--- config.mk ---
export PLATFORM = sky130hd
export DESIGN_NAME = ddr2_init_seq
export DESIGN_NICKNAME = d
export VERILOG_FILES = /design/src/rtl/ddr2_init_pkg.sv /design/src/rtl/ddr2_init_gap_timer.sv /design/src/rtl/ddr2_init_step_dec.sv /design/src/rtl/ddr2_init_seq.sv
export SDC_FILE = /design/constraint.sdc
export NUM_CORES = 1
export LEC_CHECK = 0
export ABC_AREA = 1
export BUFFER_PORTS_ARGS = -buffer_cell sky130_fd_sc_hd__buf_2
export CAP_MARGIN = 20
export CORE_ASPECT_RATIO = 1.4
export CORE_MARGIN = 2
export CORE_UTILIZATION = 62
export CTS_BUF_LIST = sky130_fd_sc_hd__clkbuf_4 sky130_fd_sc_hd__clkbuf_8
export CTS_CLUSTER_SIZE = 16
export DETAILED_ROUTE_END_ITERATION = 7
export HOLD_SLACK_MARGIN = 0.08
export PLACE_DENSITY = 0.94
export REMOVE_ABC_BUFFERS = 1
export SYNTH_ARGS = -nofsm -noshare
export SYNTH_HDL_FRONTEND = slang
export SYNTH_HIERARCHICAL = 1
export SYNTH_SLANG_ARGS = --single-unit
--- constraint.sdc ---
create_clock -name clk_i -period 4.83 [get_ports clk_i]
set_input_delay 0.7245 -clock clk_i [delete_from_list [all_inputs] [get_ports clk_i]]
set_output_delay 0.7245 -clock clk_i [all_outputs]
set_load 0.02 [all_outputs]
--- src/rtl/ddr2_init_pkg.sv ---
package ddr2_init_pkg;

  localparam int ADDR_W = 14;

  typedef enum logic [2:0] {
    CMD_NOP  = 3'd0,
    CMD_MRS  = 3'd1,
    CMD_EMRS = 3'd2,
    CMD_PREA = 3'd3,
    CMD_REF  = 3'd4
  } cmd_e;

  typedef struct packed {
    cmd_e              code;
    logic [1:0]        bank;
    logic [ADDR_W-1:0] addr;
  } cmd_t;

  typedef enum logic [1:0] {
    ST_IDLE = 2'd0,
    ST_RUN  = 2'd1,
    ST_DONE = 2'd2
  } seq_st_e;

  function automatic int max_of4(int a, int b, int c, int d);
    int m;
    m = a;
    if (b > m) m = b;
    if (c > m) m = c;
    if (d > m) m = d;
    return m;
  endfunction

endpackage

--- src/rtl/ddr2_init_gap_timer.sv ---
module ddr2_init_gap_timer #(
  parameter int GAP_W = 8
) (
  input  logic             clk_i,
  input  logic             rst_ni,
  input  logic             load_i,
  input  logic [GAP_W-1:0] val_i,
  output logic             zero_o
);

  logic [GAP_W-1:0] cnt_q;

  // load with gap-1 so the next issue lands exactly val_i cycles later
  always_ff @(posedge clk_i or negedge rst_ni) begin
    if (!rst_ni)              cnt_q <= '0;
    else if (load_i)          cnt_q <= val_i - GAP_W'(1);
    else if (cnt_q != '0)     cnt_q <= cnt_q - GAP_W'(1);
  end

  assign zero_o = (cnt_q == '0);

endmodule

--- src/rtl/ddr2_init_step_dec.sv ---
module ddr2_init_step_dec
  import ddr2_init_pkg::*;
#(
  parameter int N_REF  = 2,
  parameter int T_MRD  = 2,
  parameter int T_RP   = 3,
  parameter int T_RFC  = 14,
  parameter int T_OCD  = 200,
  parameter int STEP_W = 4,
  parameter int GAP_W  = 8
) (
  input  logic [STEP_W-1:0] step_i,
  input  logic [2:0]        burst_len_i,
  input  logic [2:0]        cas_lat_i,
  input  logic [2:0]        wr_rec_i,
  input  logic [2:0]        add_lat_i,
  output cmd_t              cmd_o,
  output logic [GAP_W-1:0]  gap_o
);

  localparam int S_EMR2    = 0;
  localparam int S_EMR3    = 1;
  localparam int S_EMR1_ON = 2;
  localparam int S_MR_RST  = 3;
  localparam int S_PREA    = 4;
  localparam int S_REF0    = 5;
  localparam int S_MR_RUN  = S_REF0 + N_REF;
  localparam int S_EMR1_X  = S_MR_RUN + 1;

  logic [ADDR_W-1:0] emr1_w;
  logic [ADDR_W-1:0] mr_w;
  int                s;

  always_comb begin
    emr1_w       = '0;
    emr1_w[5:3]  = add_lat_i;
    emr1_w[10]   = 1'b1;       // complementary strobe off
    mr_w         = '0;
    mr_w[2:0]    = burst_len_i;
    mr_w[6:4]    = cas_lat_i;
    mr_w[11:9]   = wr_rec_i;
  end

  always_comb begin
    s          = int'(step_i);
    cmd_o      = '{code: CMD_NOP, bank: 2'd0, addr: '0};
    gap_o      = GAP_W'(T_MRD);
    if (s == S_EMR2) begin
      cmd_o.code = CMD_EMRS;
      cmd_o.bank = 2'd2;
    end else if (s == S_EMR3) begin
      cmd_o.code = CMD_EMRS;
      cmd_o.bank = 2'd3;
    end else if (s == S_EMR1_ON || s == S_EMR1_X) begin
      cmd_o.code = CMD_EMRS;
      cmd_o.bank = 2'd1;
      cmd_o.addr = emr1_w;
    end else if (s == S_MR_RST) begin
      cmd_o.code    = CMD_MRS;
      cmd_o.addr    = mr_w;
      cmd_o.addr[8] = 1'b1;
    end else if (s == S_PREA) begin
      cmd_o.code     = CMD_PREA;
      cmd_o.addr[10] = 1'b1;
      gap_o          = GAP_W'(T_RP);
    end else if (s >= S_REF0 && s < S_MR_RUN) begin
      cmd_o.code = CMD_REF;
      gap_o      = GAP_W'(T_RFC);
    end else if (s == S_MR_RUN) begin
      cmd_o.code = CMD_MRS;
      cmd_o.addr = mr_w;
      gap_o      = GAP_W'(T_OCD);
    end
  end

endmodule

--- src/rtl/ddr2_init_seq.sv ---
module ddr2_init_seq
  import ddr2_init_pkg::*;
#(
  parameter int N_REF = 2,
  parameter int T_MRD = 2,
  parameter int T_RP  = 3,
  parameter int T_RFC = 14,
  parameter int T_OCD = 200
) (
  input  logic              clk_i,
  input  logic              rst_ni,
  input  logic              start_i,
  input  logic [2:0]        burst_len_i,
  input  logic [2:0]        cas_lat_i,
  input  logic [2:0]        wr_rec_i,
  input  logic [2:0]        add_lat_i,
  output logic [2:0]        cmd_o,
  output logic [1:0]        bank_o,
  output logic [ADDR_W-1:0] addr_o,
  output logic              done_o
);

  localparam int N_STEPS = 7 + N_REF;
  localparam int STEP_W  = $clog2(N_STEPS + 1);
  localparam int GAP_MAX = max_of4(T_MRD, T_RP, T_RFC, T_OCD);
  localparam int GAP_W   = $clog2(GAP_MAX + 1);

  seq_st_e           st_q, st_d;
  logic [STEP_W-1:0] step_q;
  logic              gap_zero;
  logic              issue, finish;
  cmd_t              dec_cmd, cmd_q;
  logic [GAP_W-1:0]  dec_gap;
  logic              done_q;

  ddr2_init_step_dec #(
    .N_REF(N_REF), .T_MRD(T_MRD), .T_RP(T_RP), .T_RFC(T_RFC), .T_OCD(T_OCD),
    .STEP_W(STEP_W), .GAP_W(GAP_W)
  ) dec_i (
    .step_i     (step_q),
    .burst_len_i(burst_len_i),
    .cas_lat_i  (cas_lat_i),
    .wr_rec_i   (wr_rec_i),
    .add_lat_i  (add_lat_i),
    .cmd_o      (dec_cmd),
    .gap_o      (dec_gap)
  );

  ddr2_init_gap_timer #(.GAP_W(GAP_W)) gap_i (
    .clk_i (clk_i),
    .rst_ni(rst_ni),
    .load_i(issue),
    .val_i (dec_gap),
    .zero_o(gap_zero)
  );

  always_comb begin
    issue  = 1'b0;
    finish = 1'b0;
    st_d   = st_q;
    unique case (st_q)
      ST_IDLE: if (start_i) begin
        issue = 1'b1;
        st_d  = ST_RUN;
      end
      ST_RUN: if (gap_zero) begin
        if (step_q == STEP_W'(N_STEPS)) begin
          finish = 1'b1;
          st_d   = ST_DONE;
        end else begin
          issue = 1'b1;
        end
      end
      default: ;  // ST_DONE holds until reset
    endcase
  end

  always_ff @(posedge clk_i or negedge rst_ni) begin
    if (!rst_ni) begin
      st_q   <= ST_IDLE;
      step_q <= '0;
      cmd_q  <= '{code: CMD_NOP, bank: 2'd0, addr: '0};
      done_q <= 1'b0;
    end else begin
      st_q   <= st_d;
      done_q <= done_q | finish;
      if (issue) begin
        step_q <= step_q + STEP_W'(1);
        cmd_q  <= dec_cmd;
      end else begin
        cmd_q  <= '{code: CMD_NOP, bank: 2'd0, addr: '0};
      end
    end
  end

  assign cmd_o  = cmd_q.code;
  assign bank_o = cmd_q.bank;
  assign addr_o = cmd_q.addr;
  assign done_o = done_q;

endmodule

==> results of run 1 <==
per-layer routing:
metal / vias up / wire [um] / global-route usage, %
met3: 6 / 164 / 6.47
met5: - / 0 / 0
met4: 0 / 59 / 9.01
met1: 747 / 1490 / 27.3
met2: 38 / 2010 / 42.3
li1: 809 / - / -
kinds of logic (layout without fill, tap and decap cells):
logic type                 count (synthesis)  in the layout  synth area share, %
buffers and inverters                     78            111                 18.1
DFF                                       34             34                 44.3
xor gates and xnor gates                   1              1                0.456
adders and majority gates                  3              3                 1.96
other                                      1              5                0.195
AOI/OAI and AO/OA                         11             11                 3.13
and+or+nand+nor                          130            130                 31.8
power breakdown:
group / switching (mW) / internal (mW) / total [mW] / leakage (nW)
registers: 0.0421 / 0.333 / 0.376 / 0.451
logic: 0.289 / 0.141 / 0.430 / 0.802
clock network: 0.110 / 0.207 / 0.316 / 0.0683
total: 0.441 / 0.681 / 1.12 / 1.32
how the worst max path moves through the flow:
stage                                           from                    endpoint  cells after the start
after floorplan                              start_i  gap_i/cnt_q[2]$_DFFE_PN0P_                      9
after global placement                       start_i  gap_i/cnt_q[2]$_DFFE_PN0P_                     10
after detailed placement                     start_i  gap_i/cnt_q[2]$_DFFE_PN0P_                     10
after CTS                 gap_i/cnt_q[1]$_DFFE_PN0P_  gap_i/cnt_q[2]$_DFFE_PN0P_                     15
after global routing      gap_i/cnt_q[0]$_DFFE_PN0P_  gap_i/cnt_q[2]$_DFFE_PN0P_                     15
final                     gap_i/cnt_q[6]$_DFFE_PN0P_  gap_i/cnt_q[2]$_DFFE_PN0P_                     15
worst max-delay path: cells and delay by family (launching register included):
kind                       cells  cell delay (ns)
and+or+nand+nor                6             0.82
buffers and inverters          5             0.35
AOI/OAI and AO/OA              3             0.43
adders and majority gates      1             0.24
DFF                            1             0.37
final cells by class:
class,instances,area (sq um)
inverters,69,264
clock buffers,5,68.8
fillers,226,702
flip-flops and latches,34,851
multi-input cells,150,736
well taps,37,46.3
repair buffers,34,170
clock inverters,3,68.8
per-stage QoR:
stage | hold WS, ns | total power [mW] | util (%) | worst slack, ns | instances
2_1_floorplan | 0.429 | 0.702 | - | 2.72 | 253
3_3_place_gp | 0.443 | 0.779 | 71.1 | 2.53 | 324
3_5_place_dp | 0.450 | 0.791 | 71.1 | 2.46 | 324
4_1_cts | 0.465 | 1.12 | 75.9 | 2.51 | 332
5_1_grt | 0.504 | 1.21 | 75.9 | 2.22 | 332
6_report | 0.464 | 1.12 | 75.9 | 2.51 | 332
flip-flops by register name (all words and copies together) (netlist names):
name,cells
st_q,2
step_q,4
cmd_o,3
addr_o,14
done_o,1
bank_o,2
gap_i/cnt_q,8
cell usage after synthesis:
cell	number
or2_2	1
inv_6	1
buf_12	1
inv_2	2
nand2_4	2
nor2_2	11
a21oi_1	5
o21ai_1	1
buf_6	1
buf_4	7
xor2_1	1
nand2_2	8
nand4_1	6
nand3b_1	1
nor2_4	2
o21ai_0	3
nand3_2	1
nand3_1	14
inv_1	66
nor2_1	34
dfrtp_1	34
o21bai_1	2
ha_1	3
nand2_1	50
conb_1	1
==> run_results.csv, run 1 <==
group,metric,value,unit
final_layout,final_cell_mix,"inv_1, nand2_1, nor2_1, dfrtp_1, buf_2",
sta,fin_skew,0.00922,ns
setup_path,end_kind,"flop",
setup_path,cp-start-kind,"flop",
sta,max-slew-margin-rel,50.1,%
logic_synthesis,postSynthCellCount,258,
setup_path,critical_path.max_fanout,17,
final_layout,synthToLayoutAreaGrowth,14.9,%
sta,period_needed,2.32,ns
die,coreArea,2910,sq um
logic_synthesis,synth_cell_type_count,25,
setup_path,regToRegEndpoint,"gap_i/cnt_q[2]$_DFFE_PN0P_",
hold_path,whs_endpoint,"done_o$_DFF_PN0_",
logic_synthesis,ys_ff_latch,34,
final_layout,design_area,2200,sq um
final_layout,nNetsFinal,312,
final_layout,layout_commonest_cell,"inv_1",
setup_path,rrSetupSlack,2.51,ns
final_layout,drive_gt1_share,23.7,%
setup_path,slowest_delay,0.37,ns
grt,grt_antenna_before_repair,0,
cts,cts_tree,"built",
die,row_count,23,
die,pin_count,35,
logic_synthesis,synth_top_area_cell,"dfrtp_1",
sta,hold_viol,0,
logic_synthesis,yosys-top-cells-area,"dfrtp_1, inv_1, nand2_1",
grt,grt_max_degree,35,
cts,cts_resized,0,
cts,cts.path.max_buffers,2,
sta,worst_pin_slew,0.749,ns
cts,hold_buffers,0,
setup_path,cp_slowest_cell,"dfrtp_1",
setup_path,crit_top_cell,"inv_1",
placed_design,post-dp-hpwl,2590,um
power_and_ir_drop,power_density,509,nW/um^2
routing,routedWlPerCell,11.2,um
routing,ant_nets,0,
routing,dr.first_iter.drc_count,44,
die,fp.dieW,51.0,um
grt,grt_pass1_vias,1555,
sta,rsz0062_at_grt,"false",
power_and_ir_drop,peakVddDrop,0.000528,V
routing,remaining_drc_errors,0,
run,cap_viol_max_count,0,
setup_path,path_class,"flop to flop",
cts,clock-sinks,34,
sta,setup_viol,0,
cts,cts_buffers,5,
sta,setup_tns,0,ns
setup_path,ff2ff_path_depth,15,
die,fp.dieArea,3560,sq um
cts,clk_latency,0.29,ns
grt,grt_pass1_wl,6580,um
setup_path,cp.required,5.02,ns
placed_design,portBuffers,34,
routing,vias,1600,
routing,routed_via_density,4.82,
die,die_height,69.8,um
hold_path,hp-start,"done_o$_DFF_PN0_",
logic_synthesis,syn_area,1920,sq um
placed_design,dpl_cell_area,2070,sq um
routing,first_pass_iters,4,
logic_synthesis,ys_seq_area_share,44.3,%
logic_synthesis,avgSynthCellArea,7.44,sq um
cts,cts_setup_buffers,0,
routing,routed_wl,3720,um
cts,root_buffer,"clkbuf_8",
grt,grt_overflow,0,
sta,drv_slew,0,
logic_synthesis,yosysWarnings,6,
sta,period_share,48.1,%
setup_path,worstPathArrival,2.51,ns
grt,grt_use_total,24.2,%
cts,h-tree-depth,2,
hold_path,min_path_type,"flop to flop",
die,start_util,66.0,%
placed_design,finalWeightedCongestion,0.899,
setup_path,reg2reg_from,"gap_i/cnt_q[6]$_DFFE_PN0P_",
setup_path,cp_cell_sequence,"inv_1, nand4_1, nor2_1, inv_1, nor2_1, nand2_2, nand2_4, nand2_1, o21ai_1, inv_1, ha_1, inv_1, a21oi_1, o21ai_0, inv_1",
hold_path,holdPathStages,1,
power_and_ir_drop,leakage,1.32,nW
final_layout,diodes,0,
sta,fmax,0.430,GHz
logic_synthesis,synth_top_area_share,44.3,%
outcome,status,"completed",
cts,clk_pin_slew_worst_paths,0.07,ns
Power figures use the tool's default switching activity.
==> run 2, diff against run 1 <==
Settings changed: CORE_UTILIZATION 62 to 57, PLACE_DENSITY 0.94 to 0.87.
Clock period 4.83 ns to 2.3 ns, I/O delays scaled along.
==> run_results.csv, run 2 (synthesis gave the netlist of run 1 again) <==
group,metric,value,unit
outcome,status,"completed",
die,row_count,24,
grt,grt_antenna_before_repair,0,
setup_path,critical_path.max_fanout,15,
routing,ant_nets,0,
grt,grt_pass1_wl,6090,um
power_and_ir_drop,pwr-share-comb,46.9,%
setup_path,cp_slowest_cell,"dfrtp_1",
routing,routedWlPerCell,11.7,um
power_and_ir_drop,p_int,1.31,mW
routing,routed_wl,4080,um
routing,vias,1697,
cts,clk_pin_slew_worst_paths,0.06,ns
setup_path,cp_cell_sequence,"inv_1, nand4_1, nor2_2, inv_1, nor2_1, nand2_2, nand2_8, clkinvlp_4, buf_4, nand2_1, nand2_2, nand2_2, nor2_4, nand2_2, nand2_1, nand2_1, nor2_1",
die,die_height,72.7,um
power_and_ir_drop,switching_share,41.4,%
setup_path,path_class,"flop to flop",
routing,dr.first_iter.drc_count,67,
final_layout,final_cells,348,
setup_path,crit_buf_inv,4,
setup_path,ff2ff_path_depth,17,
cts,cts_tree,"built",
setup_path,cp-start-kind,"flop",
sta,drv_slew,0,
final_layout,layout_commonest_cell,"inv_1",
sta,period_share,95.3,%
power_and_ir_drop,power_density,978,nW/um^2
run,cap_viol_max_count,0,
placed_design,post-dp-hpwl,2720,um
routing,remaining_drc_errors,0,
setup_path,regToRegEndpoint,"gap_i/cnt_q[5]$_DFFE_PN0P_",
sta,worst_pin_slew,0.725,ns
final_layout,largest_reg_flops,14,
power_and_ir_drop,p_sw,0.924,mW
placed_design,dp_cells,332,
sta,setup_tns,0,ns
grt,grt_use_total,21.9,%
power_and_ir_drop,seq_power_share,32.9,%
setup_path,end_kind,"flop",
final_layout,utilization,72.5,%
sta,fin_skew,0.00646,ns
die,start_util,60.9,%
setup_path,slowest_delay,0.36,ns
sta,max-slew-margin-rel,51.6,%
setup_path,cp.required,2.47,ns
routing,first_pass_iters,5,
power_and_ir_drop,leakage,1.38,nW
final_layout,final_cell_mix,"inv_1, nand2_1, dfrtp_1, buf_2, nor2_1",
final_layout,design_area,2280,sq um
grt,grt_max_degree,35,
grt,grt_overflow,0,
placed_design,finalWeightedCongestion,0.889,
die,fp.dieW,53.0,um
sta,period_needed,2.19,ns
final_layout,diodes,0,
setup_path,critPathLaunch,"gap_i/cnt_q[0]$_DFFE_PN0P_",
setup_path,rrSetupSlack,0.11,ns
setup_path,reg2reg_from,"gap_i/cnt_q[0]$_DFFE_PN0P_",
die,coreArea,3150,sq um
routing,routed_via_density,4.88,
sta,hold_viol,0,
cts,clock-sinks,34,
sta,setup_viol,0,
sta,fmax,0.456,GHz
power_and_ir_drop,clock_power_share,20.3,%
die,pin_count,35,
cts,cts_buffers,5,
die,fp.dieArea,3850,sq um
final_layout,nNetsFinal,326,
cts,root_buffer,"clkbuf_8",
placed_design,portBuffers,34,
cts,cts.path.max_buffers,2,
cts,clk_latency,0.28,ns
setup_path,path_delay_family,"simple AND/OR/NAND/NOR gates",
cts,h-tree-depth,2,
power_and_ir_drop,p_total,2.23,mW
final_layout,synthToLayoutAreaGrowth,19.0,%
placed_design,dpl_cell_area,2110,sq um
setup_path,crit_top_cell,"nand2_2",
power_and_ir_drop,peakVddDrop,0.000841,V
final_layout,drive_gt1_share,27.8,%
hold_path,min_path_type,"primary input to async pin",
setup_path,worstPathArrival,2.36,ns
grt,grt_pass1_vias,1489,
[run 2: how the worst max path moves through the flow]
stage | endpoint | depth (start not counted)
after CTS | gap_i/cnt_q[2]$_DFFE_PN0P_ | 15
after floorplan | gap_i/cnt_q[2]$_DFFE_PN0P_ | 15
after global routing | gap_i/cnt_q[2]$_DFFE_PN0P_ | 15
after global placement | gap_i/cnt_q[2]$_DFFE_PN0P_ | 15
final | gap_i/cnt_q[5]$_DFFE_PN0P_ | 17
after detailed placement | gap_i/cnt_q[2]$_DFFE_PN0P_ | 15
[run 2: area by class of cell]
cell class,instances,area (sq um)
Clock buffer,7,90.1
Clock inverter,1,5.00
Fill cell,233,868
Inverter,69,268
Multi-Input combinational cell,150,747
Sequential cell,34,851
Tap cell,39,48.8
Timing Repair Buffer,48,275
[run 2: through the flow]
stage,hold WS (ns),setup WS [ns]
6_report,0.117,0.107
5_1_grt,0.175,-0.0630
4_1_cts,0.130,0.0890
3_5_place_dp,0.437,0.127
3_3_place_gp,0.435,0.199
2_1_floorplan,0.0494,0.252
[run 2: repair_timing]
action                     4_1_cts  5_1_grt
buffers inserted                 0        8
setup endpoints to repair        0        2
gates resized for setup          0        4
hold buffers                     0        0
[run 2: metal layers]
layer	share of wire, %	global-route usage [%]
met4	3.4	10.5
met5	0	0
met1	39	24.9
met2	53	38.3
met3	5.2	4.10
[run 2: power groups by stage]
stage / sequential, mW / clock, mW / combinational [mW]
finish: 0.734 / 0.453 / 1.05
floorplan: 0.781 / 0 / 0.694
detailed placement: 0.745 / 0 / 0.979
global route: 0.742 / 0.482 / 1.18
CTS: 0.734 / 0.462 / 0.989
global placement: 0.742 / 0 / 0.954
[run 2: worst reg2reg max path, cell delays in order, from the launching register on]
cell and delay, ns:
dfrtp_1 0.36, inv_1 0.09, nand4_1 0.11, nor2_2 0.17
inv_1 0.06, nor2_1 0.15, nand2_2 0.14, nand2_8 0.16
clkinvlp_4 0.15, buf_4 0.15, nand2_1 0.08, nand2_2 0.08
nand2_2 0.10, nor2_4 0.06, nand2_2 0.04, nand2_1 0.04
nand2_1 0.09, nor2_1 0.06
